===== config.mk =====
export PLATFORM = sky130hd
export DESIGN_NAME = cfg_serial_loader
export DESIGN_NICKNAME = d
export VERILOG_FILES = /design/src/rtl/cfg_loader_pkg.sv /design/src/rtl/cfg_sync.sv /design/src/rtl/cfg_step_timer.sv /design/src/rtl/cfg_wait_timer.sv /design/src/rtl/cfg_serial_loader.sv
export SDC_FILE = /design/constraint.sdc
export NUM_CORES = 1
export LEC_CHECK = 0
export CORE_MARGIN = 2
export CORE_UTILIZATION = 47
export DETAILED_ROUTE_END_ITERATION = 6
export DONT_BUFFER_PORTS = 1
export MAX_ROUTING_LAYER = met4
export PLACE_DENSITY = 0.71
export RECOVER_POWER = 25
export SLEW_MARGIN = 20
export SYNTH_ARGS = -nofsm -noshare
export SYNTH_HDL_FRONTEND = slang
export SYNTH_SLANG_ARGS = --single-unit
export TNS_END_PERCENT = 50

===== constraint.sdc =====
create_clock -name clk -period 3.4 [get_ports clk]
set_input_delay 0.34 -clock clk [delete_from_list [all_inputs] [get_ports clk]]
set_output_delay 0.34 -clock clk [all_outputs]
set_load 0.01 [all_outputs]

===== src/rtl/cfg_loader_pkg.sv =====
package cfg_loader_pkg;

    typedef enum logic [3:0] {
        S_IDLE,
        S_PROG,
        S_INIT_WAIT,
        S_CHECK,
        S_FETCH,
        S_CLK_LO,
        S_DATA,
        S_CLK_HI,
        S_FLUSH_LO,
        S_FLUSH_HI,
        S_PASS,
        S_FAIL
    } ld_state_t;

    typedef enum logic [2:0] {
        CAUSE_NONE       = 3'd0,
        CAUSE_INIT_START = 3'd1,
        CAUSE_INIT_CLEAR = 3'd2,
        CAUSE_CRC        = 3'd3,
        CAUSE_DONE       = 3'd4
    } fail_cause_t;

endpackage


===== src/rtl/cfg_sync.sv =====
module cfg_sync #(
    parameter int   STAGES  = 2,
    parameter logic RST_VAL = 1'b0
) (
    input  logic clk,
    input  logic rst_n,
    input  logic d,
    output logic q
);
    generate
        if (STAGES <= 1) begin : g_single
            logic r_q;
            always_ff @(posedge clk or negedge rst_n) begin
                if (!rst_n) r_q <= RST_VAL;
                else        r_q <= d;
            end
            assign q = r_q;
        end else begin : g_chain
            logic [STAGES-1:0] r_q;
            always_ff @(posedge clk or negedge rst_n) begin
                if (!rst_n) r_q <= {STAGES{RST_VAL}};
                else        r_q <= {r_q[STAGES-2:0], d};
            end
            assign q = r_q[STAGES-1];
        end
    endgenerate
endmodule


===== src/rtl/cfg_step_timer.sv =====
module cfg_step_timer #(
    parameter int DIV = 4
) (
    input  logic clk,
    input  logic rst_n,
    input  logic restart,
    output logic tick
);
    localparam int W = (DIV > 1) ? $clog2(DIV) : 1;

    logic [W-1:0] cnt_q;

    assign tick = (cnt_q == W'(DIV - 1));

    always_ff @(posedge clk or negedge rst_n) begin
        if (!rst_n)       cnt_q <= '0;
        else if (restart) cnt_q <= '0;
        else if (!tick)   cnt_q <= cnt_q + 1'b1;
    end
endmodule


===== src/rtl/cfg_wait_timer.sv =====
module cfg_wait_timer #(
    parameter int LIMIT = 500000
) (
    input  logic clk,
    input  logic rst_n,
    input  logic clr,
    output logic expired
);
    localparam int W = $clog2(LIMIT + 1);

    logic [W-1:0] cnt_q;

    assign expired = (cnt_q >= W'(LIMIT - 1));

    always_ff @(posedge clk or negedge rst_n) begin
        if (!rst_n)        cnt_q <= '0;
        else if (clr)      cnt_q <= '0;
        else if (!expired) cnt_q <= cnt_q + 1'b1;
    end
endmodule


===== src/rtl/cfg_serial_loader.sv =====
module cfg_serial_loader
    import cfg_loader_pkg::*;
#(
    parameter int DATA_W      = 8,
    parameter int CNT_W       = 16,
    parameter int STEP_DIV    = 4,
    parameter int TIMEOUT_CYC = 500000,
    parameter int SYNC_STAGES = 2
) (
    input  logic              clk,
    input  logic              rst_n,
    input  logic              start_i,
    input  logic [CNT_W-1:0]  byte_count_i,
    input  logic [DATA_W-1:0] s_data_i,
    input  logic              s_valid_i,
    output logic              s_ready_o,
    input  logic              init_n_i,
    input  logic              done_i,
    output logic              prog_n_o,
    output logic              cclk_o,
    output logic              din_o,
    output logic              busy_o,
    output logic              ok_o,
    output logic              abort_o,
    output logic [2:0]        fail_cause_o
);
    localparam int                BIT_W    = (DATA_W > 1) ? $clog2(DATA_W) : 1;
    localparam logic [BIT_W-1:0]  LAST_BIT = BIT_W'(DATA_W - 1);

    ld_state_t         state_q, state_d;
    fail_cause_t       cause_d;
    logic [2:0]        cause_q;
    logic [DATA_W-1:0] sh_q;
    logic [BIT_W-1:0]  bit_q;
    logic [CNT_W-1:0]  left_q;
    logic              init_s, done_s;
    logic              tick, tmo, tmo_clr;
    logic              fl_q, fl_d;
    logic              prog_n_q, cclk_q, din_q;

    // Target lines cross into the system clock domain
    cfg_sync #(.STAGES(SYNC_STAGES), .RST_VAL(1'b1)) u_sync_init (
        .clk(clk), .rst_n(rst_n), .d(init_n_i), .q(init_s)
    );
    cfg_sync #(.STAGES(SYNC_STAGES), .RST_VAL(1'b0)) u_sync_done (
        .clk(clk), .rst_n(rst_n), .d(done_i), .q(done_s)
    );

    // Phase timer restarts on every state change
    cfg_step_timer #(.DIV(STEP_DIV)) u_step (
        .clk(clk), .rst_n(rst_n), .restart(state_q != state_d), .tick(tick)
    );

    // One wait timer serves all three waits; it spans the whole flush loop
    assign fl_q    = (state_q == S_FLUSH_LO) || (state_q == S_FLUSH_HI);
    assign fl_d    = (state_d == S_FLUSH_LO) || (state_d == S_FLUSH_HI);
    assign tmo_clr = (state_q != state_d) && !(fl_q && fl_d);

    cfg_wait_timer #(.LIMIT(TIMEOUT_CYC)) u_wait (
        .clk(clk), .rst_n(rst_n), .clr(tmo_clr), .expired(tmo)
    );

    // Next state
    always_comb begin
        state_d = state_q;
        cause_d = CAUSE_NONE;
        unique case (state_q)
            S_IDLE:      if (start_i) state_d = S_PROG;
            S_PROG: begin
                if (!init_s)  state_d = S_INIT_WAIT;
                else if (tmo) begin state_d = S_FAIL; cause_d = CAUSE_INIT_START; end
            end
            S_INIT_WAIT: begin
                if (init_s)   state_d = S_CHECK;
                else if (tmo) begin state_d = S_FAIL; cause_d = CAUSE_INIT_CLEAR; end
            end
            S_CHECK: begin
                if (!init_s && !done_s) begin state_d = S_FAIL; cause_d = CAUSE_CRC; end
                else if (left_q == '0)  state_d = S_FLUSH_LO;
                else                    state_d = S_FETCH;
            end
            S_FETCH:     if (s_valid_i) state_d = S_CLK_LO;
            S_CLK_LO:    if (tick) state_d = S_DATA;
            S_DATA:      if (tick) state_d = S_CLK_HI;
            S_CLK_HI:    if (tick) state_d = (bit_q == LAST_BIT) ? S_CHECK : S_CLK_LO;
            S_FLUSH_LO: begin
                if (done_s)    state_d = S_PASS;
                else if (tmo)  begin state_d = S_FAIL; cause_d = CAUSE_DONE; end
                else if (tick) state_d = S_FLUSH_HI;
            end
            S_FLUSH_HI: begin
                if (done_s)    state_d = S_PASS;
                else if (tmo)  begin state_d = S_FAIL; cause_d = CAUSE_DONE; end
                else if (tick) state_d = S_FLUSH_LO;
            end
            S_PASS:      state_d = S_IDLE;
            S_FAIL:      state_d = S_IDLE;
            default:     state_d = S_IDLE;
        endcase
    end

    // State register
    always_ff @(posedge clk or negedge rst_n) begin
        if (!rst_n) state_q <= S_IDLE;
        else        state_q <= state_d;
    end

    // Byte, bit and cause bookkeeping
    always_ff @(posedge clk or negedge rst_n) begin
        if (!rst_n) begin
            sh_q    <= '0;
            bit_q   <= '0;
            left_q  <= '0;
            cause_q <= '0;
        end else begin
            if (state_q == S_IDLE && start_i) begin
                left_q  <= byte_count_i;
                cause_q <= '0;
            end
            if (state_q == S_FETCH && s_valid_i) begin
                sh_q   <= s_data_i;
                left_q <= left_q - 1'b1;
                bit_q  <= '0;
            end
            if (state_q == S_CLK_HI && tick) begin
                sh_q  <= {sh_q[DATA_W-2:0], 1'b0};
                bit_q <= bit_q + 1'b1;
            end
            if (cause_d != CAUSE_NONE) cause_q <= cause_d;
        end
    end

    // Pin outputs, registered from the next state
    always_ff @(posedge clk or negedge rst_n) begin
        if (!rst_n) begin
            prog_n_q <= 1'b1;
            cclk_q   <= 1'b0;
            din_q    <= 1'b0;
        end else begin
            prog_n_q <= (state_d != S_PROG);
            case (state_d)
                S_IDLE:     begin cclk_q <= 1'b0; din_q <= 1'b0; end
                S_CLK_LO:   cclk_q <= 1'b0;
                S_DATA:     din_q  <= sh_q[DATA_W-1];
                S_CLK_HI:   cclk_q <= 1'b1;
                S_FLUSH_LO: begin cclk_q <= 1'b0; din_q <= 1'b1; end
                S_FLUSH_HI: begin cclk_q <= 1'b1; din_q <= 1'b1; end
                default:    ;
            endcase
        end
    end

    always_comb begin
        prog_n_o     = prog_n_q;
        cclk_o       = cclk_q;
        din_o        = din_q;
        s_ready_o    = (state_q == S_FETCH);
        busy_o       = (state_q != S_IDLE);
        ok_o         = (state_q == S_PASS);
        abort_o      = (state_q == S_FAIL);
        fail_cause_o = cause_q;
    end

    // Checks
    p_prog_busy_r2: assert property (@(posedge clk) disable iff (!rst_n)
        !prog_n_o |-> busy_o);
    p_no_edge_in_prog_r2: assert property (@(posedge clk) disable iff (!rst_n)
        !prog_n_o |-> !cclk_o);
    p_data_stable_r5: assert property (@(posedge clk) disable iff (!rst_n)
        $rose(cclk_o) |-> $stable(din_o));
    p_one_byte_r7: assert property (@(posedge clk) disable iff (!rst_n)
        (s_ready_o && s_valid_i) |=> !s_ready_o);
    p_flush_high_r8: assert property (@(posedge clk) disable iff (!rst_n)
        (state_q == S_FLUSH_HI) |-> din_o);
    p_ok_pulse_r8: assert property (@(posedge clk) disable iff (!rst_n)
        ok_o |=> (!ok_o && !busy_o));
    p_ok_cause_r8: assert property (@(posedge clk) disable iff (!rst_n)
        ok_o |-> (fail_cause_o == 3'd0));
    p_abort_pulse_r10: assert property (@(posedge clk) disable iff (!rst_n)
        abort_o |=> (!abort_o && !busy_o));
    p_abort_cause_r10: assert property (@(posedge clk) disable iff (!rst_n)
        abort_o |-> (fail_cause_o != 3'd0));
endmodule


==> results.sh, run 1 <==
export IMPL_status="complete, but fails checks"
export IMPL_violations="max-capacitance violations"
export IMPL_max_freq_mhz=328.4
export IMPL_crit_path_start_kind="register"
export IMPL_synth_warnings=0
export IMPL_p_total_mw=2.882
export IMPL_critPathRequiredTime_ns=3.65
export IMPL_rsz0062_at_grt="no"
export IMPL_wl_per_cell_um=14.98
export IMPL_hold_class="in2reg"
export IMPL_final_util_pct=52.38
export IMPL_rr_worst_depth=8
export IMPL_crit_type="reg2reg"
export IMPL_syn_to_final_growth_pct=8.959
export IMPL_cap_violations=1
export IMPL_via_count=2874
export IMPL_setup_violations=0
export IMPL_cts_hold_buf=3
export IMPL_grtUsageMet1_pct=30.24
export IMPL_finalHoldViolations=0
export IMPL_numCtsBuffers=9
export IMPL_drt_first_iter_violations=306
export IMPL_powerDensity_mw_per_mm2=766.7
export IMPL_ys_seq_elements=62
export IMPL_antenna_found_initial=0
export IMPL_grtUsageMet2_pct=27.21
export IMPL_dieArea_mm2=0.008041
export IMPL_layout_nets=422
export IMPL_syn_inst=389
export IMPL_drt_first_pass_iters=5
export IMPL_syn_area_mm2=0.003450
export IMPL_io_pins=40
export IMPL_fin_crit_sh_pct=89.56
export IMPL_end_kind="register"
export IMPL_antennaDiodeCount=0
export IMPL_clkTransAtPathRegs_ns=0.06
export IMPL_grt_overflow_total=0
export IMPL_grtUsageTotal_pct=20.45
export IMPL_core_mm2=0.007176
export IMPL_drtAntennaViolNets=0
export IMPL_hold_slack_ns=0.03428
export IMPL_synth_area_top_cells="dfrtp_1 (43%), nand2_1 (6.2%), nor2_1 (6.2%)"
export IMPL_avgSynthCellArea_um2=8.868
export IMPL_synth_ff_type="dfrtp_1"
export IMPL_ys_seq_area_share_pct=45.09
export IMPL_peakVddDrop_uv=302.3
export IMPL_rows=31
export IMPL_grt_pass1_vias=2538
export IMPL_synth_top_cell_area_share_pct=42.80
export IMPL_cts_tree="done"
export IMPL_netlist_top_cells_count="dfrtp_1 (59), nand2_1 (57), nor2_1 (57), clkbuf_1 (18), a21oi_1 (15)"
export IMPL_cts_resized=0
export IMPL_p_leak_nw=1.601
export IMPL_cts_root_buf="clkbuf_8"
export IMPL_clk_latency_ns=0.34
export IMPL_die_y_um=89.67
export IMPL_viasPerCell=5.865
export IMPL_synth_most_common_cell="dfrtp_1"
export IMPL_routed_wirelength_um=7339
export IMPL_arrival_ns=3.30
export IMPL_drive_gt1_share_pct=7.673
export IMPL_cp_max_fo=19
export IMPL_die_w_um=89.67
export IMPL_top_usage_layer="met1"
export IMPL_clock_path_buffers=2
export IMPL_tightest_slew_ns=1.488
export IMPL_h_tree_depth=3
export IMPL_yosysUniqueCellTypes=53
export IMPL_cts_sinks=62
export IMPL_slew_headroom_pct=0.7933
export IMPL_syn_num_nets=424
export IMPL_async_reset_ff_share_pct=100.0
export IMPL_drc_errors=0
export IMPL_synth_edf_count=0
export IMPL_gp_congestion=0.9074
export IMPL_fin_crit_ns=3.045
export IMPL_post_cts_buffers=0
export IMPL_io_buffers=0
export IMPL_start_util_pct=48.07
export IMPL_finalSetupTns_ns=0
export IMPL_hpwl_um=5089
export IMPL_min_path_cells=0
export IMPL_grt_first_pass_wirelength_um=12360
export IMPL_finClkSkew_ns=0.01355
export IMPL_grt_start_max_net_pins=63
export IMPL_yosys_area_top_type="dfrtp_1"
export IMPL_slew_viol_final=0
export IMPL_use_met3_pct=5.210
## critical path, stage by stage (launching register included)
cell	delay, ns
dfrtp_1	0.43
or4_1	0.57
or4b_4	0.55
o211ai_2	0.20
a41o_1	0.41
mux2i_1	0.15
o31a_1	0.30
buf_4	0.20
a21oi_1	0.15
## final timing paths
check	start	endpoint	slack, ns
setup / recovery	u_wait.cnt_q[9]	u_wait.cnt_q[1]	0.36
setup reg to reg	u_wait.cnt_q[9]	u_wait.cnt_q[1]	0.36
max in group asynchronous	rst_n	u_step.cnt_q[0]	1.59
hold / removal	done_i	u_sync_done.g_chain.r_q[0]	0.03
min in group asynchronous	rst_n	fail_cause_o[2]	0.92
hold reg to reg	u_sync_done.g_chain.r_q[0]	u_sync_done.g_chain.r_q[1]	0.35
## cells by family (layout without fill, tap and decap cells)
kind of cell,after synthesis,after routing,synth area share [%]
buffers and inverters,28,30,3.736
xor gates and xnor gates,19,19,4.824
AOI/OAI and AO/OA,85,85,17.52
muxes,3,3,0.8705
adders and majority gates,5,5,1.814
DFF,62,62,45.09
and+or+nand+nor,187,187,26.15
## state kept, by name, indices dropped and copies added, names as in the netlist, 2 cells and up
register	count
bit_q	3
sh_q	8
u_wait.cnt_q	19
u_sync_done.g_chain.r_q	2
state_q	4
fail_cause_o	3
u_sync_init.g_chain.r_q	2
left_q	16
u_step.cnt_q	2
## where the power goes
| group | leakage, nW | internal, mW | switching, mW |
|---|---|---|---|
| clock network | 0.115 | 0.446 | 0.267 |
| registers | 0.793 | 0.931 | 0.251 |
| logic | 0.693 | 0.414 | 0.573 |
| total | 1.60 | 1.79 | 1.09 |
## metal layers
metal / vias up / wire length, um
li1: 1395 / -
met1: 1395 / 3542
met2: 69 / 3299
met3: 15 / 379
met4: 0 / 117
met5: - / 0
## placed cells by master, fill, tap and decap left out, types with 8 or more instances in the layout
cell      count
xor2_1       11
a211oi_1      8
a22oi_1       9
o21ai_0      11
nand3_1       9
nor3_1       11
a21oi_1      15
o211ai_1      9
clkbuf_8     11
xnor2_1       8
nand2_1      57
and3_1       12
dfrtp_1      59
nor2_1       57
## metrics by stage
step | setup slack, ns | std cells | cell area [um^2]
after detailed placement | 0.4000 | 472 | 3512
after CTS | 0.3901 | 490 | 3781
after floorplan | 0.7546 | 389 | 3450
after global placement | 0.4974 | 472 | 3512
final | 0.3551 | 490 | 3759
after global routing | 0.1893 | 490 | 3759
## area by class of cell
| class | instances | area (um^2) |
|---|---|---|
| Clock buffer | 11 | 151.4 |
| Clock inverter | 4 | 70.07 |
| Fill cell | 669 | 3417 |
| Inverter | 6 | 22.52 |
| Multi-Input combinational cell | 299 | 1765 |
| Sequential cell | 62 | 1555 |
| Tap cell | 99 | 123.9 |
| Timing Repair Buffer | 9 | 70.07 |
Note: power is estimated with default switching activity, not from simulation.
==> inputs of run 2 (changes only) <==
--- a/config.mk
+++ b/config.mk
@@ -6,11 +6,11 @@
 export NUM_CORES = 1
 export LEC_CHECK = 0
 export CORE_MARGIN = 2
-export CORE_UTILIZATION = 47
+export CORE_UTILIZATION = 63
 export DETAILED_ROUTE_END_ITERATION = 6
 export DONT_BUFFER_PORTS = 1
 export MAX_ROUTING_LAYER = met4
-export PLACE_DENSITY = 0.71
+export PLACE_DENSITY = 0.88
 export RECOVER_POWER = 25
 export SLEW_MARGIN = 20
 export SYNTH_ARGS = -nofsm -noshare
==> results.sh, run 2 (same netlist as run 1, synthesis figures left out) <==
export IMPL_grtUsageTotal_pct=27.68
export IMPL_finalSetupTns_ns=0
export IMPL_cp_max_fo=11
export IMPL_cts_tree="done"
export IMPL_critPathRequiredTime_ns=3.68
export IMPL_post_cts_buffers=0
export IMPL_die_y_um=78.00
export IMPL_tightest_slew_ns=1.505
export IMPL_rrSetupSlack_ns=0.55
export IMPL_crit_type="reg2reg"
export IMPL_antennaDiodeCount=0
export IMPL_syn_to_final_growth_pct=8.016
export IMPL_peakVddDrop_uv=448.2
export IMPL_finClkSkew_ns=0.009976
export IMPL_fin_crit_sh_pct=83.81
export IMPL_finalHoldViolations=0
export IMPL_top_regs="u_wait.cnt_q: 19 flops, left_q: 16 flops, sh_q: 8 flops"
export IMPL_slew_viol_final=62
export IMPL_hpwl_um=5127
export IMPL_drtAntennaViolNets=0
export IMPL_io_pins=40
export IMPL_top_register="u_wait.cnt_q"
export IMPL_fin_crit_ns=2.850
export IMPL_slew_headroom_pct=-0.3645
export IMPL_cap_violations=1
export IMPL_end_kind="register"
export IMPL_status="complete, but fails checks"
export IMPL_io_buffers=0
export IMPL_hold_class="in2reg"
export IMPL_layout_common_cells="dfrtp_1 (59), nor2_1 (57), nand2_1 (57), a21oi_1 (15), and3_1 (12)"
export IMPL_grt_start_max_net_pins=63
export IMPL_drc_errors=0
export IMPL_cts_resized=0
export IMPL_routed_wirelength_um=7768
export IMPL_arrival_ns=3.13
export IMPL_drive_gt1_share_pct=7.653
export IMPL_cts_root_buf="clkbuf_8"
export IMPL_violations="max-capacitance violations, max-slew violations"
export IMPL_core_mm2=0.005205
export IMPL_clkTransAtPathRegs_ns=0.07
export IMPL_h_tree_depth=3
export IMPL_clock_path_buffers=2
export IMPL_max_freq_mhz=350.9
export IMPL_rsz0062_at_grt="no"
export IMPL_start_util_pct=66.27
export IMPL_grt_pass1_vias=2639
export IMPL_layout_commonest_cell="dfrtp_1"
export IMPL_layout_nets=422
export IMPL_numCtsBuffers=9
export IMPL_powerDensity_mw_per_mm2=783.7
export IMPL_viasPerCell=6.374
export IMPL_antenna_found_initial=0
export IMPL_via_count=2945
export IMPL_setup_violations=0
export IMPL_clk_latency_ns=0.35
export IMPL_largest_register_ffs=19
export IMPL_grt_first_pass_wirelength_um=12740
export IMPL_drt_first_iter_violations=221
export IMPL_gp_congestion=0.9083
export IMPL_final_util_pct=71.59
export IMPL_crit_path_start_kind="register"
export IMPL_grt_overflow_total=0
export IMPL_drt_first_pass_iters=5
export IMPL_cts_hold_buf=3
export IMPL_p_leak_nw=1.593
export IMPL_die_w_um=78.00
export IMPL_cts_sinks=62
export IMPL_wl_per_cell_um=16.81
export IMPL_rows=26
export IMPL_dieArea_mm2=0.006083
run 2: cell type report:
cell class,instances,area [um^2]
clock buffer,10,137.6
clock inverter,6,85.08
fill,382,1479
inverter,6,22.52
multi-input combinational,299,1765
sequential,62,1555
tap,70,87.58
timing repair buffer,9,72.57
run 2: final timing paths:
check                                                start  cells after the start                    endpoint
worst min register to register  u_sync_init.g_chain.r_q[0]                      0  u_sync_init.g_chain.r_q[1]
max in group asynchronous                            rst_n                      2            u_wait.cnt_q[11]
min in group asynchronous                            rst_n                      2            u_wait.cnt_q[17]
worst max register to register             u_wait.cnt_q[9]                      8            u_wait.cnt_q[10]
worst min-delay path                           s_data_i[0]                      2                     sh_q[0]
worst max-delay path                       u_wait.cnt_q[9]                      8            u_wait.cnt_q[10]
run 2: power by group:
part | total (mW) | internal, mW | leakage (nW) | switching, mW
Combinational | 1.00 | 0.413 | 0.692 | 0.589
Clock | 0.730 | 0.429 | 0.108 | 0.301
Sequential | 1.19 | 0.930 | 0.793 | 0.257
Total | 2.92 | 1.77 | 1.59 | 1.15
run 2: critical path, cell delays in order (launching register included):
cell	delay, ns
dfrtp_1	0.43
or4_1	0.59
or4b_4	0.55
o211ai_2	0.08
a41o_1	0.36
mux2i_1	0.15
o31a_1	0.33
buf_4	0.18
nor2_1	0.11
run 2: per-stage QoR:
stage	power (mW)	hold slack [ns]	worst slack (ns)	std cells	cell area [um^2]
global placement	2.100	0.04676	0.6838	442	3468
detailed placement	2.147	0.04756	0.5716	442	3468
finish	2.920	0.1075	0.5504	462	3726
CTS	2.908	0.007012	0.5618	461	3739
floorplan	1.960	0.04441	0.7546	389	3450
global route	3.098	0.1182	0.3759	462	3726
run 2: routing by layer:
layer	routed length (um)	part of all wire (%)	global-route usage (%)	vias up
li1	-	-	-	1396
met1	3570	46	38.01	1407
met2	3562	46	38.62	116
met3	455	5.9	8.023	26
met4	179	2.3	11.58	0
met5	0	0	-	-
